[src/rtl/bsg_pkg.sv]
package bsg_pkg;

  typedef enum logic [2:0] {
    K_IDLE = 3'd0,
    K_MRD  = 3'd1,
    K_MWR  = 3'd2,
    K_IORD = 3'd3,
    K_IOWR = 3'd4,
    K_ACK  = 3'd5,
    K_XACK = 3'd6
  } cyc_kind_e;

  function automatic logic kind_is_ack(cyc_kind_e k);
    return (k == K_ACK) || (k == K_XACK);
  endfunction

endpackage

[src/rtl/bsg_status_decode.sv]
module bsg_status_decode #(
  parameter int          DATA_W  = 8,
  parameter int          ACK_BIT = 0,
  parameter int          RD_BIT  = 1,
  parameter int          IO_BIT  = 4,
  parameter logic [7:0]  CALL_OP = 8'hCD
) (
  input  logic [DATA_W-1:0] d,
  output logic              f_ack,
  output logic              f_rd,
  output logic              f_io,
  output logic              f_call
);

  localparam logic [DATA_W-1:0] CALL_W = DATA_W'(CALL_OP);

  // field extraction from the status byte
  always_comb begin
    f_ack  = d[ACK_BIT];
    f_rd   = d[RD_BIT];
    f_io   = d[IO_BIT];
    f_call = (d == CALL_W);
  end

  initial begin
    if (ACK_BIT >= DATA_W || RD_BIT >= DATA_W || IO_BIT >= DATA_W)
      $error("status bit index out of range");
  end

endmodule

[src/rtl/bsg_cycle_tracker.sv]
module bsg_cycle_tracker
  import bsg_pkg::*;
#(
  parameter int NREMAP      = 2,
  parameter bit OPCODE_QUAL = 1'b1
) (
  input  logic      clk,
  input  logic      rst,
  input  logic      sync,
  input  logic      dbin,
  input  logic      f_ack,
  input  logic      f_rd,
  input  logic      f_io,
  input  logic      f_call,
  output cyc_kind_e kind_q
);

  localparam int CNT_W = $clog2(NREMAP + 1);

  logic [CNT_W-1:0] rem_q;
  logic             call_q;
  logic             armed;
  logic             elig;
  cyc_kind_e        kind_d;
  logic [CNT_W-1:0] rem_d;

  // opcode qualification variant
  generate
    if (OPCODE_QUAL) begin : g_qual
      assign armed = call_q;
    end else begin : g_noqual
      assign armed = 1'b1;
    end
  endgenerate

  // a follow-on address read is eligible for remap
  always_comb begin
    elig = f_rd && !f_io &&
           (((kind_q == K_ACK) && armed) ||
            ((kind_q == K_XACK) && (rem_q != '0)));
  end

  always_comb begin
    kind_d = kind_q;
    rem_d  = rem_q;
    if (sync) begin
      rem_d = '0;
      if (elig) begin
        kind_d = K_XACK;
        rem_d  = (kind_q == K_ACK) ? CNT_W'(NREMAP - 1) : rem_q - 1'b1;
      end else if (f_ack) begin
        kind_d = K_ACK;
      end else if (f_rd) begin
        kind_d = f_io ? K_IORD : K_MRD;
      end else begin
        kind_d = f_io ? K_IOWR : K_MWR;
      end
    end
  end

  always_ff @(posedge clk) begin
    if (rst) begin
      kind_q <= K_IDLE;
      rem_q  <= '0;
      call_q <= 1'b0;
    end else begin
      kind_q <= kind_d;
      rem_q  <= rem_d;
      if (sync)
        call_q <= 1'b0;
      else if ((kind_q == K_ACK) && dbin && f_call)
        call_q <= 1'b1;
    end
  end


  rem_bound_chk: assert property (@(posedge clk) disable iff (rst)
    (kind_q == K_XACK) |-> (rem_q < CNT_W'(NREMAP)));


  break_chain_chk: assert property (@(posedge clk) disable iff (rst)
    (sync && !kind_is_ack(kind_q)) |=> (kind_q != K_XACK));


  hold_kind_chk: assert property (@(posedge clk) disable iff (rst)
    (!sync && kind_q != K_IDLE) |=> (kind_q != K_IDLE));

  generate
    if (OPCODE_QUAL) begin : g_qual_chk

      no_ext_chk: assert property (@(posedge clk) disable iff (rst)
        (sync && kind_q == K_ACK && !call_q) |=> (kind_q != K_XACK));
    end
  endgenerate

endmodule

[src/rtl/bsg_strobe_drive.sv]
module bsg_strobe_drive
  import bsg_pkg::*;
(
  input  logic      clk,
  input  logic      rst,
  input  logic      dbin,
  input  logic      wr_n,
  input  cyc_kind_e kind,
  output logic      memr_n,
  output logic      memw_n,
  output logic      ior_n,
  output logic      iow_n,
  output logic      inta_n
);

  always_ff @(posedge clk) begin
    if (rst) begin
      memr_n <= 1'b1;
      memw_n <= 1'b1;
      ior_n  <= 1'b1;
      iow_n  <= 1'b1;
      inta_n <= 1'b1;
    end else begin
      memr_n <= !((kind == K_MRD)  && dbin);
      ior_n  <= !((kind == K_IORD) && dbin);
      inta_n <= !(kind_is_ack(kind) && dbin);
      memw_n <= !((kind == K_MWR)  && !wr_n);
      iow_n  <= !((kind == K_IOWR) && !wr_n);
    end
  end


  reset_idle_chk: assert property (@(posedge clk)
    rst |=> (memr_n && memw_n && ior_n && iow_n && inta_n));


  one_strobe_chk: assert property (@(posedge clk) disable iff (rst)
    $countones({~memr_n, ~memw_n, ~ior_n, ~iow_n, ~inta_n}) <= 1);


  ack_no_memr_chk: assert property (@(posedge clk) disable iff (rst)
    (kind_is_ack(kind) && dbin) |=> (!inta_n && memr_n));


  memr_follow_chk: assert property (@(posedge clk) disable iff (rst)
    (kind == K_MRD && dbin) |=> !memr_n);

endmodule

[src/rtl/bus_strobe_gen.sv]
module bus_strobe_gen
  import bsg_pkg::*;
#(
  parameter int          DATA_W      = 8,
  parameter int          ACK_BIT     = 0,
  parameter int          RD_BIT      = 1,
  parameter int          IO_BIT      = 4,
  parameter logic [7:0]  CALL_OP     = 8'hCD,
  parameter int          NREMAP      = 2,
  parameter bit          OPCODE_QUAL = 1'b1
) (
  input  logic              clk,
  input  logic              rst,
  input  logic              sync,
  input  logic              dbin,
  input  logic              wr_n,
  input  logic [DATA_W-1:0] d,
  output logic              memr_n,
  output logic              memw_n,
  output logic              ior_n,
  output logic              iow_n,
  output logic              inta_n
);

  logic      f_ack, f_rd, f_io, f_call;
  cyc_kind_e kind;

  bsg_status_decode #(
    .DATA_W (DATA_W),
    .ACK_BIT(ACK_BIT),
    .RD_BIT (RD_BIT),
    .IO_BIT (IO_BIT),
    .CALL_OP(CALL_OP)
  ) u_decode (
    .d     (d),
    .f_ack (f_ack),
    .f_rd  (f_rd),
    .f_io  (f_io),
    .f_call(f_call)
  );

  bsg_cycle_tracker #(
    .NREMAP     (NREMAP),
    .OPCODE_QUAL(OPCODE_QUAL)
  ) u_track (
    .clk   (clk),
    .rst   (rst),
    .sync  (sync),
    .dbin  (dbin),
    .f_ack (f_ack),
    .f_rd  (f_rd),
    .f_io  (f_io),
    .f_call(f_call),
    .kind_q(kind)
  );

  bsg_strobe_drive u_drive (
    .clk   (clk),
    .rst   (rst),
    .dbin  (dbin),
    .wr_n  (wr_n),
    .kind  (kind),
    .memr_n(memr_n),
    .memw_n(memw_n),
    .ior_n (ior_n),
    .iow_n (iow_n),
    .inta_n(inta_n)
  );

endmodule

[config.mk]
export PLATFORM = sky130hd
export DESIGN_NAME = bus_strobe_gen
export DESIGN_NICKNAME = d
export VERILOG_FILES = /design/src/rtl/bsg_pkg.sv /design/src/rtl/bsg_status_decode.sv /design/src/rtl/bsg_cycle_tracker.sv /design/src/rtl/bsg_strobe_drive.sv /design/src/rtl/bus_strobe_gen.sv
export SDC_FILE = /design/constraint.sdc
export NUM_CORES = 1
export LEC_CHECK = 0
export BUFFER_PORTS_ARGS = -buffer_cell sky130_fd_sc_hd__buf_2
export CAP_MARGIN = 10
export CORE_MARGIN = 4
export CORE_UTILIZATION = 30
export CTS_CLUSTER_SIZE = 16
export DETAILED_ROUTE_END_ITERATION = 12
export GPL_ROUTABILITY_DRIVEN = 0
export PLACE_DENSITY = 0.6
export SLEW_MARGIN = 20
export SYNTH_ARGS = -nofsm -noshare
export SYNTH_HDL_FRONTEND = slang
export SYNTH_SLANG_ARGS = --single-unit
[constraint.sdc]
create_clock -name clk -period 1.9 [get_ports clk]
set_input_delay 0.19 -clock clk [delete_from_list [all_inputs] [get_ports clk]]
set_output_delay 0.19 -clock clk [all_outputs]
set_load 0.02 [all_outputs]
======== After elaboration in Yosys (flattened, before gate mapping) ========
Cells that the tools add are included.
cells by class
  $add $sub $neg .......................... 1
  equal/unequal tests ..................... 7
  reductions and logical operators ........ 22
  multiplexer cells ....................... 7
operator list
  kind                                               count
  2-to-1 mux 3 bit                                   4
  logical AND 1 bit                                  11
  == test 3 bit (second input constant)              3
  == test 8 bit (second input constant)              1
  logical NOT 1 bit                                  7
  == test 3 x 2 -> 1 bit (second input constant)     2
  2-to-1 mux 2 bit                                   3
  == test 3 x 1 -> 1 bit (second input constant)     1
  logical OR 1 bit                                   2
  nonzero test 2 bit                                 1
  OR reduction 2 bit                                 1
  subtractor 2 x 1 -> 2 bit (second input constant)  1
storage, ports and cells
  register bits ........................... 11
  input port bits ......................... 13

======== Longest topological paths before layout ========
  depth in word-level cells ............... 5
  mapped depth ............................ 5

======== By module ========
From an unflattened synthesis, not the netlist that was laid out.
unflattened totals
  cell total of the unflattened synthesis .. 55
  area total of the unflattened synthesis .. 543.0 µm²
modules (own cells, without submodules)
  module             cells an instance  area each (µm²)  instances  seq. area each (µm²)
  bsg_cycle_tracker  35                 336.6            1          120.1
  bsg_strobe_drive   14                 158.9            1          100.1
  bsg_status_decode  6                  47.5             1          0.0

======== Least setup slack after synthesis ========
No wires, ideal clock.
  kind .................................... register to register
  start point ............................. register u_track.rem_q[0]
  end point ............................... register u_track.kind_q[2]
  stages on the path, launching flop included .. 6
  setup slack ............................. 0.705 ns
  arrival time ............................ 1.107 ns
  buffers on the path ..................... 0
  data required time ...................... 1.812 ns
  period minus slack after synthesis ...... 1.195 ns
  library setup time ...................... 0.088 ns
  path through ............................ dfxtp_1 > inv_1 > ha_1 > nor3b_2 > o211ai_4 > a311oi_2
between the ends
  word-level cells in the longest chain between the ends .. 5
RTL lines
  what                    line                     text
  from (decl)             bsg_cycle_tracker.sv:20  logic [CNT_W-1:0] rem_q;
  from (signal assigned)  bsg_cycle_tracker.sv:68  rem_q <= rem_d;
  nonzero test 2 bit      bsg_cycle_tracker.sv:40  ((kind_q == K_XACK) && (rem_q != '0)));
  logical AND 1 bit       bsg_cycle_tracker.sv:40
  logical OR 1 bit        bsg_cycle_tracker.sv:39  (((kind_q == K_ACK) && armed) ||
  logical AND 1 bit       bsg_cycle_tracker.sv:38  elig = f_rd && !f_io &&
  2-to-1 mux 3 bit        bsg_cycle_tracker.sv:48  if (elig) begin
  to (signal assigned)    bsg_cycle_tracker.sv:67  kind_q <= kind_d;
  to (decl)               bsg_cycle_tracker.sv:15  output cyc_kind_e kind_q
Every way passes these cells.
A chain may end at the register's enable or synchronous reset.

======== Final worst setup path ========
Same ends and word-level chain as after synthesis.

==> flow_summary.yaml <==
floorplan:
  coreArea_mm2: 0.00175
  die_area_mm2: 0.00264
  die_h_um: 51.4
  start_util_pct: 32.3
  rows: 15
  die_w_um: 51.4
  num_io_pins: 18
timing:
  worst_pin_slew_ns: 0.323
  hold_viol: 0
  min_period_ns: 1.29
  fin_setup_tns_ns: 0
  maxSlewHeadroom_pct: 78.2
  setup_viol_count_final: 0
  max_freq_mhz: 773
  fin_hold_ws_ns: 0.138
  rsz0062_at_grt: "false"
  min_period_over_period_pct: 68.1
  drv_slew: 0
  finClkSkew_ns: 0.00102
logic_synthesis:
  syn_area_per_cell_um2: 10.6
  synth_top_area_share_pct: 39.0
  synth.net_count: 69
  ys_warn_count: 0
  synth_area_leader_cell: "dfxtp_1"
  syn_inst: 53
  yosysSeqAreaShare_pct: 39.0
  synth_top_cells_by_area: "dfxtp_1 (39%), ha_1 (6.7%), a311oi_2 (5.3%), o211ai_4 (3.8%), nand2b_1 (3.3%)"
  synth_seq_cells: 11
  syn_area_um2: 564
  yosysUniqueCellTypes: 28
drt:
  via_per_inst: 4.55
  vias: 437
  firstDrtPassIters: 2
  wire_per_inst_um: 11.1
  ant_nets: 0
  wirelength_mm: 1.06
  drtIter0Drc: 1
  drc: 0
critical_path:
  worstSetupStartpointType: "flop"
  worstReg2RegEnd: "u_track.kind_q[2]$_SDFFE_PP0P_"
  arrival_ns: 1.47
  reg2reg_depth: 5
  worstReg2RegStart: "u_track.rem_q[0]$_SDFFE_PP0P_"
  rrSetupSlack_ns: 0.61
  cp_max_fo: 5
  end_kind: "flop"
  crit_type: "reg -> reg"
  crit_required_ns: 2.08
placement:
  io_buffer_count: 17
  post-dp-hpwl_um: 813
cts:
  clk_pin_slew_worst_paths_ns: 0.07
  worst_skew_pair.late_latency_ns: 0.26
  clock_sinks: 11
  post_cts_buffers: 0
  htreeDepth: 1
  cts_tree: "yes"
  clock_path_buffers: 2
  cts_inserted_buffers: 3
  cts_resized: 0
  cts-root-buf: "clkbuf_4"
  cts_hold_buf: 0
finish:
  final_cell_mix: "buf_2 (17), dfxtp_1 (11), nor2_1 (5)"
  layout-drive-gt1-share_pct: 35.2
  antenna_cells: 0
  layout_commonest_cell: "buf_2"
  final_nets: 88
  final_util_pct: 38.6
  area_growth_pct: 19.5
global_route:
  first_global_vias: 387
  gr-usage-all-layers_pct: 9.20
  antenna_found_initial: 0
  grt_max_degree: 11
  grt_pass1_wl_mm: 1.70
  grt_overflow: 0
worst_hold_path:
  worstHoldStart: "wr_n"
  hold_path.class: "in -> reg"
  holdPathEnd: "u_drive.memw_n$_SDFF_PP1_"
  hold_depth: 3
job:
  max_cap_viol_count: 0
pwr:
  leakage_nw: 0.270
  vdd_drop_max_v: 0.000202
  power_density_mw_per_mm2: 680
outcome:
  status: "finished clean"
cell type report:
| class | instances | area (um2) |
|---|---|---|
| multi-input combinational | 35 | 297 |
| fill | 192 | 1070 |
| inverter | 4 | 15.0 |
| timing repair buffer | 17 | 85.1 |
| tap | 25 | 31.3 |
| sequential | 11 | 220 |
| clock buffer | 4 | 26.3 |
power by group:
part	leakage, nW	internal [W]	switching [W]
sequential	0.0897	0.000237	0.0000101
combinational	0.166	0.0000278	0.0000267
clock	0.0150	0.0000813	0.0000751
per-stage QoR:
step | cell area (um2) | std cells | power, W | worst slack [ns]
6_report | 674 | 96 | 0.000458 | 0.607
5_1_grt | 674 | 96 | 0.000488 | 0.510
4_1_cts | 674 | 96 | 0.000468 | 0.596
3_5_place_dp | 648 | 92 | 0.000308 | 0.605
3_3_place_gp | 648 | 92 | 0.000307 | 0.613
2_1_floorplan | 564 | 53 | 0.000291 | 0.705
layer usage:
metal	wire, um	GRT usage [%]	up-vias
met4	60	11.8	0
met3	88	2.04	5
met5	0	0	-
met2	418	11.2	19
met1	495	11.5	185
li1	-	-	228
kinds of logic (layout without fill, tap and decap cells):
| group | count (synthesis) | in the layout | synth area share [%] |
|---|---|---|---|
| buffers and inverters | 7 | 25 | 8.42 |
| flip-flops | 11 | 11 | 39.0 |
| AO/OA/AOI/OAI | 8 | 8 | 17.7 |
| AND/OR/NAND/NOR | 23 | 23 | 26.6 |
| XOR/XNOR | 1 | 1 | 1.55 |
| adder cells (fa/ha/maj) | 3 | 3 | 6.65 |
state kept, by name, indices dropped and copies added, names as in the netlist:
register and count:
u_drive.memw_n 1, u_drive.iow_n 1, u_track.rem_q 2, u_drive.memr_n 1, u_drive.inta_n 1, u_track.kind_q 3, u_track.armed 1, u_drive.ior_n 1
Yosys cell counts:
| cell type | n |
|---|---|
| a41oi_1 | 1 |
| and2_0 | 1 |
| o21bai_1 | 1 |
| o32ai_1 | 1 |
| and3b_1 | 2 |
| buf_4 | 1 |
| nor3_1 | 2 |
| nor3b_1 | 1 |
| clkbuf_8 | 1 |
| dfxtp_1 | 11 |
| nand3b_1 | 2 |
| nand4b_1 | 1 |
| a311oi_2 | 2 |
| and3_1 | 1 |
| o211ai_4 | 1 |
| buf_6 | 1 |
| nor3b_2 | 1 |
| xor2_1 | 1 |
| nand2_1 | 1 |
| ha_1 | 3 |
| nor4b_1 | 1 |
| or3_1 | 1 |
| a21o_1 | 1 |
| inv_1 | 4 |
| o32ai_2 | 1 |
| nand2b_1 | 3 |
| nor2_1 | 5 |
| nor4bb_1 | 1 |
critical path, cell delays in order (launching register included):
cell and delay, ns:
dfxtp_1 0.31, inv_1 0.06, ha_1 0.21, nor3b_2 0.23, o211ai_4 0.15, a311oi_2 0.25
worst max-delay path by stage:
stage	from	end	slack (ns)
floorplan	u_track.rem_q[0]$_SDFFE_PP0P_	u_track.kind_q[2]$_SDFFE_PP0P_	0.71
global route	u_track.rem_q[0]$_SDFFE_PP0P_	u_track.kind_q[1]$_SDFFE_PP0P_	0.51
detailed placement	u_track.rem_q[0]$_SDFFE_PP0P_	u_track.kind_q[2]$_SDFFE_PP0P_	0.61
finish	u_track.rem_q[0]$_SDFFE_PP0P_	u_track.kind_q[2]$_SDFFE_PP0P_	0.61
CTS	u_track.rem_q[0]$_SDFFE_PP0P_	u_track.kind_q[2]$_SDFFE_PP0P_	0.60
global placement	u_track.rem_q[0]$_SDFFE_PP0P_	u_track.kind_q[1]$_SDFFE_PP0P_	0.61
Note: power is estimated with default switching activity, not from simulation.
